===== src/rtl/ssi_pkg.sv =====
`timescale 1ns/1ps
package ssi_pkg;
  localparam int STG_W = 3;
  localparam int TAG_W = 6;

  typedef logic [STG_W-1:0] stage_t;
  typedef logic [TAG_W-1:0] tag_t;

  localparam tag_t TAG_ZERO = 6'd0;
  localparam tag_t TAG_HILO = 6'd32;

  // One scoreboard record; its slot index encodes the distance from decode.
  typedef struct packed {
    logic   vld;
    tag_t   tag;
    stage_t rdy;
  } sb_entry_t;
endpackage


===== src/rtl/ssi_scoreboard.sv =====
`timescale 1ns/1ps
module ssi_scoreboard import ssi_pkg::*; #(
  parameter int DEPTH = 4
) (
  input  logic                  clk,
  input  logic                  rst_n,
  input  sb_entry_t             push_i,
  output sb_entry_t [DEPTH-1:0] ents_o
);
  // Slot 0 is the first execute stage; every cycle each record moves one slot on.
  for (genvar i = 0; i < DEPTH; i++) begin : g_slot
    always_ff @(posedge clk) begin
      if (!rst_n) begin
        ents_o[i] <= '0;
      end else if (i == 0) begin
        ents_o[i] <= push_i;
      end else begin
        ents_o[i] <= ents_o[i-1];
      end
    end
  end

  // no record ever carries the zero tag
  a_r3_no_zero_record: assert property (@(posedge clk) disable iff (!rst_n)
    ents_o[0].vld |-> (ents_o[0].tag != TAG_ZERO));
endmodule


===== src/rtl/ssi_lookup.sv =====
`timescale 1ns/1ps
module ssi_lookup import ssi_pkg::*; #(
  parameter int DEPTH    = 4,
  parameter int ID_STAGE = 2,
  parameter int CNT_W    = 3,
  parameter int MAX_WAIT = 4
) (
  input  logic                  clk,
  input  logic                  rst_n,
  input  logic                  en_i,
  input  tag_t                  tag_i,
  input  stage_t                need_i,
  input  sb_entry_t [DEPTH-1:0] ents_i,
  output logic                  hit_o,
  output stage_t                stage_o,
  output logic [CNT_W-1:0]      wait_o
);
  stage_t sel_rdy;
  int     sel_d;
  int     slack;

  // Scan from oldest to youngest so the youngest match overrides.
  always_comb begin
    hit_o   = 1'b0;
    sel_rdy = '0;
    sel_d   = 0;
    for (int i = DEPTH - 1; i >= 0; i--) begin
      if (en_i && (tag_i != TAG_ZERO) && ents_i[i].vld && (ents_i[i].tag == tag_i)) begin
        hit_o   = 1'b1;
        sel_rdy = ents_i[i].rdy;
        sel_d   = i + 1;
      end
    end
    slack   = int'(sel_rdy) - int'(need_i) - sel_d;
    wait_o  = (hit_o && slack > 0) ? CNT_W'(slack) : '0;
    stage_o = hit_o ? STG_W'(ID_STAGE + sel_d) : '0;
  end

  // a zero source tag never reports a hazard
  a_r3_zero_src: assert property (@(posedge clk) disable iff (!rst_n)
    (tag_i == TAG_ZERO) |-> !hit_o);
  // the per-source wait never exceeds the deepest possible gap
  a_r2_wait_cap: assert property (@(posedge clk) disable iff (!rst_n)
    int'(wait_o) <= MAX_WAIT);
  // a reported stage always lies between the first execute and the last memory stage
  a_r6_stage_range: assert property (@(posedge clk) disable iff (!rst_n)
    hit_o |-> (int'(stage_o) > ID_STAGE && int'(stage_o) <= ID_STAGE + DEPTH));
endmodule


===== src/rtl/ssi_stall_ctrl.sv =====
`timescale 1ns/1ps
module ssi_stall_ctrl #(
  parameter int NSRC     = 2,
  parameter int CNT_W    = 3,
  parameter int MAX_WAIT = 4
) (
  input  logic                  clk,
  input  logic                  rst_n,
  input  logic                  id_valid,
  input  logic [NSRC*CNT_W-1:0] wait_i,
  output logic                  id_ready,
  output logic                  first_o
);
  logic [CNT_W-1:0] mx;
  logic [CNT_W-1:0] cnt_q;
  logic             hold_q;

  always_comb begin
    mx = '0;
    for (int s = 0; s < NSRC; s++) begin
      if (wait_i[s*CNT_W +: CNT_W] > mx) mx = wait_i[s*CNT_W +: CNT_W];
    end
  end

  assign first_o  = id_valid && !hold_q;
  assign id_ready = first_o ? (mx == '0) : (cnt_q == '0);

  always_ff @(posedge clk) begin
    if (!rst_n) begin
      hold_q <= 1'b0;
      cnt_q  <= '0;
    end else begin
      hold_q <= id_valid && !id_ready;
      if (first_o) begin
        cnt_q <= (mx == '0) ? '0 : mx - 1'b1;
      end else if (cnt_q != '0) begin
        cnt_q <= cnt_q - 1'b1;
      end
    end
  end

  // a held instruction stays offered
  a_r5_hold_valid: assert property (@(posedge clk) disable iff (!rst_n)
    hold_q |-> id_valid);
  // the remaining count drains by one per held cycle
  a_r5_count_drains: assert property (@(posedge clk) disable iff (!rst_n)
    (hold_q && cnt_q != '0) |=> (cnt_q == $past(cnt_q) - 1'b1));
  // the countdown stays below the largest wait
  a_r2_count_cap: assert property (@(posedge clk) disable iff (!rst_n)
    int'(cnt_q) < MAX_WAIT);
endmodule


===== src/rtl/ssi_interlock.sv =====
`timescale 1ns/1ps
module ssi_interlock import ssi_pkg::*; #(
  parameter int NSRC     = 2,
  parameter int ID_STAGE = 2,
  parameter int WB_STAGE = 7
) (
  input  logic                  clk,
  input  logic                  rst_n,
  input  logic                  id_valid,
  output logic                  id_ready,
  input  logic                  id_dst_en,
  input  logic [5:0]            id_dst_tag,
  input  logic [2:0]            id_dst_rdy,
  input  logic [NSRC-1:0]       id_src_en,
  input  logic [NSRC*6-1:0]     id_src_tag,
  input  logic [NSRC*3-1:0]     id_src_need,
  output logic [NSRC-1:0]       haz_hit,
  output logic [NSRC*3-1:0]     haz_stage
);
  localparam int SB_DEPTH = WB_STAGE - ID_STAGE - 1;
  localparam int MAX_WAIT = WB_STAGE - ID_STAGE - 1;
  localparam int CNT_W    = $clog2(MAX_WAIT + 1);

  sb_entry_t [SB_DEPTH-1:0] sb_ents;
  sb_entry_t                push;
  logic [NSRC*CNT_W-1:0]    waits;
  logic [NSRC-1:0]          hits;
  logic [NSRC*3-1:0]        stages;
  logic                     first;

  // Accepted destination enters the first slot; otherwise a bubble does.
  always_comb begin
    push.vld = id_valid && id_ready && id_dst_en && (id_dst_tag != TAG_ZERO);
    push.tag = id_dst_tag;
    push.rdy = id_dst_rdy;
  end

  ssi_scoreboard #(.DEPTH(SB_DEPTH)) u_sb (
    .clk(clk), .rst_n(rst_n), .push_i(push), .ents_o(sb_ents)
  );

  for (genvar s = 0; s < NSRC; s++) begin : g_src
    ssi_lookup #(
      .DEPTH(SB_DEPTH), .ID_STAGE(ID_STAGE), .CNT_W(CNT_W), .MAX_WAIT(MAX_WAIT)
    ) u_lk (
      .clk(clk), .rst_n(rst_n),
      .en_i(id_src_en[s]),
      .tag_i(id_src_tag[s*6 +: 6]),
      .need_i(id_src_need[s*3 +: 3]),
      .ents_i(sb_ents),
      .hit_o(hits[s]),
      .stage_o(stages[s*3 +: 3]),
      .wait_o(waits[s*CNT_W +: CNT_W])
    );
  end

  ssi_stall_ctrl #(.NSRC(NSRC), .CNT_W(CNT_W), .MAX_WAIT(MAX_WAIT)) u_ctl (
    .clk(clk), .rst_n(rst_n), .id_valid(id_valid), .wait_i(waits),
    .id_ready(id_ready), .first_o(first)
  );

  assign haz_hit   = first ? hits : '0;
  assign haz_stage = first ? stages : '0;

  // a held cycle injects a bubble into the first slot
  a_r7_bubble: assert property (@(posedge clk) disable iff (!rst_n)
    (id_valid && !id_ready) |=> !sb_ents[0].vld);
  // offered fields stay put while held
  a_r5_stable_fields: assert property (@(posedge clk) disable iff (!rst_n)
    (id_valid && !id_ready) |=> (id_valid && $stable(id_src_tag) && $stable(id_dst_tag)));
  // no hazard report during the held cycles
  a_r6_quiet_hold: assert property (@(posedge clk) disable iff (!rst_n)
    (id_valid && !id_ready) |=> (haz_hit == '0));
endmodule


===== config.mk =====
export PLATFORM = sky130hd
export DESIGN_NAME = ssi_interlock
export DESIGN_NICKNAME = d
export VERILOG_FILES = /design/src/rtl/ssi_pkg.sv /design/src/rtl/ssi_scoreboard.sv /design/src/rtl/ssi_lookup.sv /design/src/rtl/ssi_stall_ctrl.sv /design/src/rtl/ssi_interlock.sv
export SDC_FILE = /design/constraint.sdc
export NUM_CORES = 1
export LEC_CHECK = 0
export BUFFER_PORTS_ARGS = -buffer_cell sky130_fd_sc_hd__buf_2
export CORE_AREA = 2 2 76 78
export DETAILED_ROUTE_END_ITERATION = 6
export DIE_AREA = 0 0 78 80
export PLACE_DENSITY = 0.77
export REMOVE_ABC_BUFFERS = 1
export SETUP_SLACK_MARGIN = 0.3
export SYNTH_ARGS = -nofsm -noshare
export SYNTH_HDL_FRONTEND = slang
export SYNTH_SLANG_ARGS = --single-unit

===== constraint.sdc =====
create_clock -name clk -period 9.8 [get_ports clk]
set_clock_uncertainty 0.2 [all_clocks]
set_input_delay 1.47 -clock clk [delete_from_list [all_inputs] [get_ports clk]]
set_output_delay 1.47 -clock clk [all_outputs]
set_load 0.03 [all_outputs]

After elaboration in Yosys (flattened, before gate mapping)
Index checks and enable logic that the tools add are counted.
{ "word_totals": {"out_inout_bits": 9, "ff_bits": 44, "elab_cells": 104} }
{ "classes": {"add_sub_neg": 8, "mux": 36, "n_reduce_logical": 34, "eq_ne": 8, "order_cmp": 4} }
{ "op_table": {"columns": ["cell", "n"], "rows": [
  ["3-bit 2-to-1 mux", 25],
  ["32-bit by 1-bit > comparator with 1-bit output (second input constant)", 2],
  ["32-bit by 4-bit subtractor with 32-bit output", 2],
  ["6-bit == test", 8],
  ["1-bit logical AND", 25],
  ["6-bit nonzero test", 3],
  ["1-bit 2-to-1 mux", 9],
  ["3-bit by 3-bit subtractor with 4-bit output", 2],
  ["2-bit by 3-bit adder with 3-bit output (first input constant)", 2],
  ["3-bit zero test", 2],
  ["6-bit 2-to-1 mux", 1],
  ["3-bit by 1-bit subtractor with 3-bit output (second input constant)", 2],
  ["3-bit by 1-bit > comparator with 1-bit output (second input constant)", 1],
  ["3-bit > comparator", 1],
  ["3-bit nonzero test", 1],
  ["1-bit zero test", 2],
  ["2-bit 2-to-1 mux", 1],
  ["2-bit nonzero test", 1]
]} }

Longest topological paths before layout
{ "logic_depth": {"depth_word": 22, "mapped_depth": 30} }

Modules after synthesis
From an unflattened synthesis, not the netlist that was laid out.
{ "unflattened": {"hier_cells": 346, "hier_area_um2": 3108.0} }
{ "by_module_without_submodules": {"columns": ["module", "seq_area_each_um2", "area_per_inst_um2", "instances", "cells_each"], "rows": [
  ["ssi_scoreboard", 800.8, 1107.3, 1, 84],
  ["ssi_lookup at g_src[0].u_lk", 0.0, 767.0, 1, 101],
  ["ssi_lookup at g_src[1].u_lk", 0.0, 764.5, 1, 101],
  ["ssi_stall_ctrl", 80.1, 399.1, 1, 48],
  ["ssi_interlock", 0.0, 70.1, 1, 12]
]} }

Worst setup path before layout
OpenSTA, ideal clock, no wires.
{ "synth_timing": {"path_kind": "input port to output port", "start": "input id_src_tag[6]", "end": "output id_ready", "arrival_ns": 7.848, "setup_slack_ns": 0.282, "path_buffers": 2, "path_stages": 29, "path_cell_list": "clkbuf_1 -> or4_1 -> o31a_1 -> and2_1 -> clkbuf_1 -> or3b_1 -> a2bb2oi_1 -> ha_1 -> fa_1 -> inv_1 -> ha_1 -> nor2b_1 -> o21ai_0 -> nand2b_1 -> nand2b_1 -> ha_1 -> or4b_1 -> or4b_2 -> nand3_1 -> nor2_1 -> and2_1 -> ha_1 -> o21ai_0 -> a32oi_1 -> a21o_1 -> nor3_1 -> a31oi_1 -> a31oi_1 -> inv_1"} }
{ "synth_via": {"elab_chain_len": 17, "word_cells_on_any_way": 35, "cone_classes": "add/sub: 2; order compare: 2; eq/ne: 4; mux: 15; reduce/logical: 12"} }
{ "synth_lines": {"columns": ["item", "line", "rtl"], "rows": [
  ["start: declaration", "ssi_interlock.sv:15", "input logic [NSRC*6-1:0] id_src_tag,"],
  ["6-bit nonzero test", "ssi_lookup.sv:28", "if (en_i && (tag_i != TAG_ZERO) && ents_i[i].vld && (ents_i[i].tag == tag_i)) begin"],
  ["1-bit logical AND (3 in series)", "ssi_lookup.sv:28", null],
  ["3-bit 2-to-1 mux (4 in series)", "ssi_lookup.sv:28", null],
  ["3-bit by 3-bit subtractor with 4-bit output", "ssi_lookup.sv:34", "slack = int'(sel_rdy) - int'(need_i) - sel_d;"],
  ["32-bit by 4-bit subtractor with 32-bit output", "ssi_lookup.sv:34", null],
  ["32-bit by 1-bit > comparator with 1-bit output", "ssi_lookup.sv:35", "wait_o = (hit_o && slack > 0) ? CNT_W'(slack) : '0;"],
  ["1-bit logical AND", "ssi_lookup.sv:35", null],
  ["3-bit 2-to-1 mux (*)", "ssi_lookup.sv:35", null],
  ["3-bit > comparator", "ssi_stall_ctrl.sv:21", "if (wait_i[s*CNT_W +: CNT_W] > mx) mx = wait_i[s*CNT_W +: CNT_W];"],
  ["3-bit 2-to-1 mux (*)", "ssi_stall_ctrl.sv:21", null],
  ["3-bit zero test (*)", "ssi_stall_ctrl.sv:26", "assign id_ready = first_o ? (mx == '0) : (cnt_q == '0);"],
  ["1-bit 2-to-1 mux (*)", "ssi_stall_ctrl.sv:26", null],
  ["end: declaration", "ssi_interlock.sv:10", "output logic id_ready,"]
]} }
Every way passes the cells marked *; elsewhere a longest branch is shown, timed or not.

Worst setup path in the final report
{ "layout_timing": {"start": "input id_src_tag[9]", "end": "output id_ready"} }
The elaborated chain is that of the path after synthesis.

==> metrics.yaml <==
status: "finished clean"
most-common-layout-cells: "dfxtp_1, and2_1, xnor2_1"
first_iter_violations: 242
final_area_sq_um: 3670
grt_usage_pct: 24.7
grt_pass1_wl_microns: 12200
row_count: 27
setup_tns_ns: 0
clock_latency_ns: 0.29
synthDistinctLibCells: 48
relSlewSlack_pct: 21.4
final-setup-viol-count: 0
leakagePower_nw: 1.52
n_antenna_cell: 0
syn_area_sq_um: 3060
crit_cells: 29
clkTransAtPathRegs_ns: 0.09
cp-end-kind: "output port"
pwr_density_cell_nw_per_um2: 113
io_pins: 42
routed_wl_microns: 7460
final_common_cell: "dfxtp_1"
instances_no_fill: 468
setup_ws_ns: 0.433
wire_per_inst_microns: 15.9
grt_max_degree: 45
hold_viol_final: 0
grt_antenna_before_repair: 0
worstMarginPinSlew_ns: 1.17
root_buffer: "clkbuf_8"
reg2reg_depth: 28
clock_path_buffers: 2
seq_area_frac_synth_pct: 28.8
place_inst: 451
rsz0062_at_grt: "false"
hpwl_microns: 5450
worstPathArrival_ns: 7.70
areaGrowthSynthToFinish_pct: 20.0
cap_violations: 0
drive_above_1_share_pct: 24.7
power_uw: 415
post-place-ws_ns: 0.0125
irDropWorstVdd_v: 0.0000876
dpl_cell_area_sq_um: 3300
cp_num_buf_inv: 5
post-route-util_pct: 67.9
hold_buffers: 0
die_h_microns: 80
grt_overflow: 0
required_ns: 8.13
slew_violations: 0
crit_path_start_kind: "input port"
die-area_sq_um: 6240
num_vias: 2646
drc: 0
cts_made_buffers: 5
gp_congestion: 0.880
critPathMaxStageDelay_ns: 0.54
holdWs_ns: 0.278
max_freq_mhz: 107
cts_num_sinks: 44
vias_per_cell: 5.65
die_x_microns: 78
whs_path_depth: 1
critical_path.top_delay_family: "simple AND/OR/NAND/NOR gates"
detail-route-antenna-nets: 0
ys_warn_count: 0
h-tree-depth: 2
io_buffer_count: 41
fin_nets: 455
slowest_stage: "or4b_4"
synth_seq_cells: 44
core-area_sq_um: 5410
cts_tree: "done"
period_share_pct: 95.6
first_pass_iters: 4
critPathMaxFanout: 5
crit_type: "in2out"
start_util_pct: 56.6
first_global_vias: 2625
hold_path_class: "reg2reg"
syn_avg_cell_area_sq_um: 8.63
min_period_ns: 9.37
syn_inst: 354
## logic make-up (layout without fill, tap and decap cells)
| logic type | after synthesis | in the layout | share of synthesized area (%) |
|---|---|---|---|
| fa+ha+maj | 27 | 27 | 12.0 |
| buf+inv | 42 | 84 | 5.24 |
| simple gates | 139 | 139 | 26.6 |
| mux | 4 | 4 | 1.43 |
| flops | 44 | 44 | 28.8 |
| compound gates | 46 | 46 | 11.0 |
| xor+xnor | 52 | 52 | 14.9 |
## area by class of cell
type                    count  area (sq um)
repair buffers             54           327
multi-input cells         268          2170
well taps                  72          90.1
clock inverters             3          47.5
inverters                  22          82.6
fillers                   417          1740
clock buffers               5          68.8
flip-flops and latches     44           881
## worst register-to-register path, delay by kind of cell, from the launching register on
family / cells / cell delay [ns]
xor gates and xnor gates: 1 / 0.13
adders and majority gates: 5 / 1.42
DFF: 1 / 0.38
and+or+nand+nor: 14 / 3.23
buffers and inverters: 1 / 0.05
AOI/OAI and AO/OA: 7 / 1.11
## where the power goes
group          internal (mW)  leakage, nW  switching [mW]
clock                 0.0768       0.0583          0.0642
combinational         0.0376         1.10          0.0426
sequential             0.187        0.361         0.00677
## synthesized netlist by cell type (all sizes together)
cell type | n | share of area, %
and2 | 45 | 9.2
dfxtp | 44 | 29
xnor2 | 42 | 12
ha | 23 | 9.4
inv | 22 | 2.7
clkbuf | 18 | 2.2
nand2 | 14 | 1.7
nor3 | 13 | 2.3
nor2 | 12 | 1.5
o21ai | 12 | 2.0
xor2 | 10 | 2.9
nand2b | 8 | 1.6
nand4 | 8 | 1.6
nor2b | 8 | 1.6
a21oi | 7 | 1.1
nand3 | 7 | 1.1
a21o | 6 | 1.5
nor4 | 6 | 1.4
a31oi | 5 | 1.0
fa | 4 | 2.6
and3 | 3 | 0.61
mux2 | 3 | 1.1
nand3b | 3 | 0.74
o31ai | 3 | 1.2
or2 | 3 | 0.61
or4 | 3 | 0.86
a211oi | 2 | 0.65
buf | 2 | 0.33
o21a | 2 | 0.49
o22ai | 2 | 0.41
or3 | 2 | 0.41
or4b | 2 | 0.65
a22o | 1 | 0.29
a22oi | 1 | 0.25
a2bb2oi | 1 | 0.29
a32o | 1 | 0.33
a32oi | 1 | 0.29
mux2i | 1 | 0.33
nor3b | 1 | 0.25
o31a | 1 | 0.29
o41ai | 1 | 0.90
or3b | 1 | 0.29
## registers in the layout (all words and copies together), names as in the netlist
register / flops
u_sb.ents_o: 40
u_ctl.hold_q: 1
u_ctl.cnt_q: 3
## path summary, 6_finish.rpt
path                                       from              end  slack (ns)
worst max-delay path              id_src_tag[9]         id_ready        0.43
worst min-delay path            u_sb.ents_o[11]  u_sb.ents_o[21]        0.28
worst max register to register  u_sb.ents_o[36]   u_sb.ents_o[9]        3.20
worst min register to register  u_sb.ents_o[11]  u_sb.ents_o[21]        0.28
## metal layers
metal / wire length, microns / up-vias / global-route usage, % / part of all wire, %
li1: - / 1276 / - / -
met5: 0 / - / 0 / 0
met1: 3130 / 1264 / 32.3 / 42
met3: 469 / 14 / 3.51 / 6.3
met4: 119 / 0 / 6.67 / 1.6
met2: 3740 / 92 / 42.6 / 50
## repair_timing
action,in CTS,in global routing
gates cloned,0,0
resized for setup,12,31
setup endpoints to repair,1,1
pin swaps,6,19
buffers inserted,4,5
(Power assumes the default switching activity.)
